**config.mk**
```make
export PLATFORM = sky130hd
export DESIGN_NAME = usbsw_ctrl
export DESIGN_NICKNAME = d
export VERILOG_FILES = /design/src/rtl/usbsw_pkg.sv /design/src/rtl/usbsw_idle_timer.sv /design/src/rtl/usbsw_settle_timer.sv /design/src/rtl/usbsw_wake_detect.sv /design/src/rtl/usbsw_ctrl.sv
export SDC_FILE = /design/constraint.sdc
export NUM_CORES = 1
export LEC_CHECK = 0
export ABC_AREA = 1
export BUFFER_PORTS_ARGS = -buffer_cell sky130_fd_sc_hd__buf_4
export CORE_UTILIZATION = 52
export DETAILED_ROUTE_END_ITERATION = 8
export PLACE_DENSITY = 0.81
export SYNTH_ARGS = -nofsm -noshare
export SYNTH_HDL_FRONTEND = slang
export SYNTH_SLANG_ARGS = --single-unit
```
**constraint.sdc**
```tcl
create_clock -name clk -period 1.5 [get_ports clk]
set_clock_uncertainty 0.15 [all_clocks]
set_input_delay 0.15 -clock clk [delete_from_list [all_inputs] [get_ports clk]]
set_output_delay 0.15 -clock clk [all_outputs]
set_load 0.005 [all_outputs]
```
**src/rtl/usbsw_pkg.sv**
```systemverilog
package usbsw_pkg;
    typedef enum logic [1:0] {
        LS_SE0 = 2'b00,
        LS_J   = 2'b01,
        LS_K   = 2'b10,
        LS_SE1 = 2'b11
    } line_t;

    typedef enum logic [1:0] {
        PS_ACTIVE  = 2'b00,
        PS_SUSPEND = 2'b01,
        PS_SETTLE  = 2'b10
    } pwr_t;
endpackage

```
**src/rtl/usbsw_idle_timer.sv**
```systemverilog
module usbsw_idle_timer
    import usbsw_pkg::*;
#(
    parameter int unsigned IDLE_US = 3000
) (
    input  logic       clk,
    input  logic       rst_n,
    input  logic       clear,
    input  logic       tick,
    input  logic [1:0] line,
    output logic       expired
);
    localparam int unsigned LIMIT = IDLE_US + 1;
    localparam int W = $clog2(LIMIT + 1);

    typedef struct packed {
        logic [W-1:0] cnt;
    } idle_t;

    idle_t cur_q, nxt_d;

    always_comb begin
        nxt_d = cur_q;
        if (clear || (line != LS_J)) begin
            nxt_d.cnt = '0;
        end else if (tick && (cur_q.cnt != W'(LIMIT))) begin
            nxt_d.cnt = cur_q.cnt + 1'b1;
        end
    end

    always_ff @(posedge clk or negedge rst_n) begin
        if (!rst_n) cur_q <= '0;
        else        cur_q <= nxt_d;
    end

    assign expired = (cur_q.cnt == W'(LIMIT));
endmodule

```
**src/rtl/usbsw_settle_timer.sv**
```systemverilog
module usbsw_settle_timer #(
    parameter int unsigned SETTLE_US = 2
) (
    input  logic clk,
    input  logic rst_n,
    input  logic run,
    input  logic tick,
    output logic done
);
    localparam int W = $clog2(SETTLE_US + 2);

    typedef struct packed {
        logic [W-1:0] cnt;
    } settle_t;

    settle_t cur_q, nxt_d;

    always_comb begin
        nxt_d = cur_q;
        if (!run) begin
            nxt_d.cnt = '0;
        end else if (tick && (cur_q.cnt != W'(SETTLE_US))) begin
            nxt_d.cnt = cur_q.cnt + 1'b1;
        end
    end

    always_ff @(posedge clk or negedge rst_n) begin
        if (!rst_n) cur_q <= '0;
        else        cur_q <= nxt_d;
    end

    assign done = (cur_q.cnt == W'(SETTLE_US));
endmodule

```
**src/rtl/usbsw_wake_detect.sv**
```systemverilog
module usbsw_wake_detect
    import usbsw_pkg::*;
(
    input  logic       clk,
    input  logic       rst_n,
    input  logic       enable,
    input  logic [1:0] line,
    input  logic       conn_change,
    input  logic       dn_resume,
    output logic       wake,
    output logic       conn_event
);
    typedef struct packed {
        logic [1:0] prev;
        logic       conn;
    } wake_t;

    wake_t cur_q, nxt_d;

    always_comb begin
        nxt_d.prev = line;
        nxt_d.conn = enable & conn_change;
    end

    always_ff @(posedge clk or negedge rst_n) begin
        if (!rst_n) begin
            cur_q.prev <= LS_J;
            cur_q.conn <= 1'b0;
        end else begin
            cur_q <= nxt_d;
        end
    end

    assign wake       = (line != cur_q.prev) | conn_change | dn_resume;
    assign conn_event = cur_q.conn;
endmodule

```
**src/rtl/usbsw_ctrl.sv**
```systemverilog
module usbsw_ctrl
    import usbsw_pkg::*;
#(
    parameter int unsigned IDLE_US   = 3000,
    parameter int unsigned SETTLE_US = 2
) (
    input  logic       clk,
    input  logic       rst_n,
    input  logic       enable,
    input  logic [1:0] line_state,
    input  logic       tick_us,
    input  logic       conn_change,
    input  logic       dn_resume,
    output logic       suspend,
    output logic       wake_ready,
    output logic       conn_event
);
    typedef struct packed {
        pwr_t st;
    } ctrl_t;

    ctrl_t cur_q, nxt_d;
    logic  idle_expired;
    logic  settle_done;
    logic  wake_seen;
    logic  idle_clear;
    logic  settle_run;

    assign idle_clear = !enable || (cur_q.st != PS_ACTIVE);
    assign settle_run = enable && (cur_q.st == PS_SETTLE);

    usbsw_idle_timer #(.IDLE_US(IDLE_US)) u_idle (
        .clk     (clk),
        .rst_n   (rst_n),
        .clear   (idle_clear),
        .tick    (tick_us),
        .line    (line_state),
        .expired (idle_expired)
    );

    usbsw_settle_timer #(.SETTLE_US(SETTLE_US)) u_settle (
        .clk   (clk),
        .rst_n (rst_n),
        .run   (settle_run),
        .tick  (tick_us),
        .done  (settle_done)
    );

    usbsw_wake_detect u_wake (
        .clk         (clk),
        .rst_n       (rst_n),
        .enable      (enable),
        .line        (line_state),
        .conn_change (conn_change),
        .dn_resume   (dn_resume),
        .wake        (wake_seen),
        .conn_event  (conn_event)
    );

    always_comb begin
        nxt_d = cur_q;
        if (!enable) begin
            nxt_d.st = PS_ACTIVE;
        end else begin
            unique case (cur_q.st)
                PS_ACTIVE:  if (idle_expired) nxt_d.st = PS_SUSPEND;
                PS_SUSPEND: if (wake_seen)    nxt_d.st = PS_SETTLE;
                PS_SETTLE:  if (settle_done)  nxt_d.st = PS_ACTIVE;
                default:    nxt_d.st = PS_ACTIVE;
            endcase
        end
    end

    always_ff @(posedge clk or negedge rst_n) begin
        if (!rst_n) cur_q.st <= PS_ACTIVE;
        else        cur_q    <= nxt_d;
    end

    assign suspend    = (cur_q.st == PS_SUSPEND);
    assign wake_ready = (cur_q.st == PS_ACTIVE);
endmodule

```
==> summary.txt <==
Total of warnings raised by yosys - 0
Worst path cell trace - inv_2 > ha_4 > nand2_4 > nor2_4 > nand2_2 > nor2_4 > nor2_2 > nand3_1 > nand2_1
Setup CP Type - reg2reg
Initial cell density of the core - 54.8%
Beginning of the critical path - u_idle.cur_q[1]
Setup repair after global routing missed its margin - true
Cell Int Power - 806 uW
Req. time, crit path - 1.55 ns
Top-count cell post-synth - nand2_1
Die area - 2530 um2
Count of standard-cell rows - 17
Leading post-synthesis cells by cell area - dfrtp_1 37%, nand2_1 19%, nor2_1 8.0%, inv_1 6.2%, nand3_1 5.4%
Type of the worst min-delay path - in2reg
Number of flops mapped to enable cells by yosys - 0
Post-route antenna net violation count - 0
Count of vias placed by the detailed router - 1280
Detailed Routing Iterations Pass 1 - 4
Final hold violations - 0
Mean routed wirelength per cell - 14.0 um
Cell count of the worst reg-to-reg path - 9
Inserted Diodes - 0
Overall power consumption - 1.21 mW
Detailed placer's ending HPWL - 2.02 mm
Total congestion overflow - 0
Pin count of the biggest net entering global routing - 20
Total power divided by cell area - 760 nW/um2
Die Span X - 50.3 um
Relative area change from synthesis to final layout - 31.9%
Average footprint of a synthesized cell - 6.93 um2
Gate count of the mapped netlist - 175
Share of the clock period used by the worst path after layout - 105%
Start point of the worst min-delay path - enable
Flop pwr share - 49.0%
Transition time at the pin with the least slew margin - 0.291 ns
Final wirelength - 3.31 mm
Worst reg2reg endpoint - u_idle.cur_q[2]
Routability cong. - 0.857
Top cell by count, worst path - nor2_4
DRT iter0 DRCs - 45
Synth cell count leaders - 61 x nand2_1, 26 x nor2_1, 20 x inv_1
Setup slack of the worst register-to-register path - -0.07 ns
Final design utilization - 72.3%
Setup Slack @ Placement - -0.320 ns
CP max stage delay - 0.40 ns
Top achievable clock speed - 636 MHz
Final Max Slew Viols - 0
Dominant register cell in the synthesized netlist - dfrtp_1
Synthesized flop and latch total - 19
Async SR Flop Fraction - 100%
Antenna violations before repair - 0
Global-route wire length before repair - 4.93 mm
H-tree levels - 1
Via count of the first global-routing pass - 1261
Clock tree root driver cell - clkbuf_4
Final-report setup violation count - 11
Total CTS buffers - 3
NetSw - 408 uW
Switching share of power - 33.6%
Buffers added on ports - 10
Clock Path Buffers - 2
Count of max-cap constraint violations - 0
Leak Pwr - 0.816 nW
Worst Setup Start Kind - register
Die boundary height - 50.3 um
Crit path arrival time - 1.62 ns
Proportion of layout cells with a drive suffix above 1 - 24.5%
Clock sink total - 19
Sequential fraction of the synthesis area - 39.3%
Count of different cell masters after synthesis - 21
Leading area contributor after synthesis - dfrtp_1
Core ar. - 2210 um2
Worst-path cell with the longest stage delay - dfrtp_1
CTS tree - built
Endpoint of the worst setup timing path - u_idle.cur_q[2]
Total track usage - 25.6%
Final critical-path setup slack - -0.0721 ns
Post-CTS clock slew at the launch and capture registers of the worst setup and hold paths - 0.12 ns
Yosys top cell area share - 37.2%
Violations in the final reports - setup timing
Proportion of power drawn by the clock network - 22.3%
Run status - complete, but fails checks
Worst setup EP type - register
Maximum fanout along the worst path - 5
Post-route DRC - 0
Final-stage net count - 220
Worst vdd ir - 0.807 mV
Clock Latency Late Sink - 0.30 ns
Worst rel slew slack - 80.6%
Post-Synthesis Net Count - 186
Routed via count divided by cell count - 5.42
Reg2Reg Launch Point - u_idle.cur_q[1]
Comb power frac - 28.7%
IO Count - 11
Mapped Area - 1210 um2
Min Tclk post-route - 1.57 ns
stage by stage:
step           std cells  hold slack [ns]  cell area [um2]  TNS, ns
6_report             236           0.0508             1600   -0.414
5_1_grt              236           0.0776             1600    -1.39
4_1_cts              233           0.0473             1500        0
3_5_place_dp         224           -0.106             1410    -3.00
3_3_place_gp         224           -0.113             1410    -2.29
2_1_floorplan        175           -0.296             1210        0
flip-flops by register name, summed over array words and instances, names as in the netlist:
signal and cells:
cur_q 2, u_idle.cur_q 12, u_settle.cur_q 2, u_wake.conn_event 1, u_wake.cur_q 2
critical path: cells and delay by family (launching register included):
family	cells	cell delay (ns)
and+or+nand+nor	7	0.71
DFF	1	0.40
adders and majority gates	1	0.13
buffers and inverters	1	0.08
what timing repair did:
action,in CTS,in global routing
hold buffers,5,0
hold endpoints to repair,22,0
pin swaps,0,7
gates cloned,0,2
buffers inserted,0,1
setup endpoints to repair,11,14
gates resized for setup,4,21
worst min-delay path by stage:
stage	to	slack, ns	depth (start not counted)
floorplan	cur_q[0]	-0.30	0
detailed placement	u_idle.cur_q[3]	-0.11	1
global placement	u_idle.cur_q[3]	-0.11	1
global route	u_idle.cur_q[1]	0.08	4
CTS	u_settle.cur_q[0]	0.05	5
finish	u_settle.cur_q[0]	0.05	5
cells in the final DEF, fill, tap and decap left out, types with 2 or more instances in the layout:
cell,instances
nand2_2,4
dlygate4sd3_1,5
nor2_1,22
o21ai_0,3
buf_4,24
nand3b_1,3
o21ai_1,2
inv_1,19
nand4_1,9
nand2_4,2
dfrtp_1,18
nand3_1,11
clkbuf_4,3
nand2_1,57
xor2_1,4
nor2_4,5
routing by layer:
| metal | wire [um] | GRT usage (%) |
|---|---|---|
| met5 | 0 | 0 |
| met4 | 116 | 8.10 |
| met3 | 131 | 3.03 |
| met2 | 1790 | 52.9 |
| met1 | 1280 | 25.6 |
final cells by class:
type | count | area, um2
Clock buffer | 3 | 22.5
Clock inverter | 1 | 5.00
Fill cell | 184 | 613
Inverter | 21 | 83.8
Multi-Input combinational cell | 133 | 719
Sequential cell | 19 | 477
Tap cell | 28 | 35.0
Timing Repair Buffer | 30 | 250
Timing Repair inverter | 1 | 6.26
power by group through the flow:
stage	Combinational, mW	Sequential (mW)	Clock (mW)
2_1_floorplan	0.175	0.589	0
3_3_place_gp	0.296	0.590	0
3_5_place_dp	0.308	0.593	0
4_1_cts	0.321	0.583	0.273
5_1_grt	0.393	0.600	0.288
6_report	0.349	0.595	0.271
cell families (layout without fill, tap and decap cells):
| group | count (synthesis) | count (layout) | synth area share, % |
|---|---|---|---|
| DFF | 19 | 19 | 39.3 |
| and+or+nand+nor | 119 | 120 | 43.0 |
| buffers and inverters | 24 | 56 | 9.18 |
| adders and majority gates | 3 | 3 | 3.10 |
| AOI/OAI and AO/OA | 6 | 6 | 2.48 |
| xor gates and xnor gates | 4 | 4 | 2.89 |
Note: power is estimated with default switching activity, not from simulation.
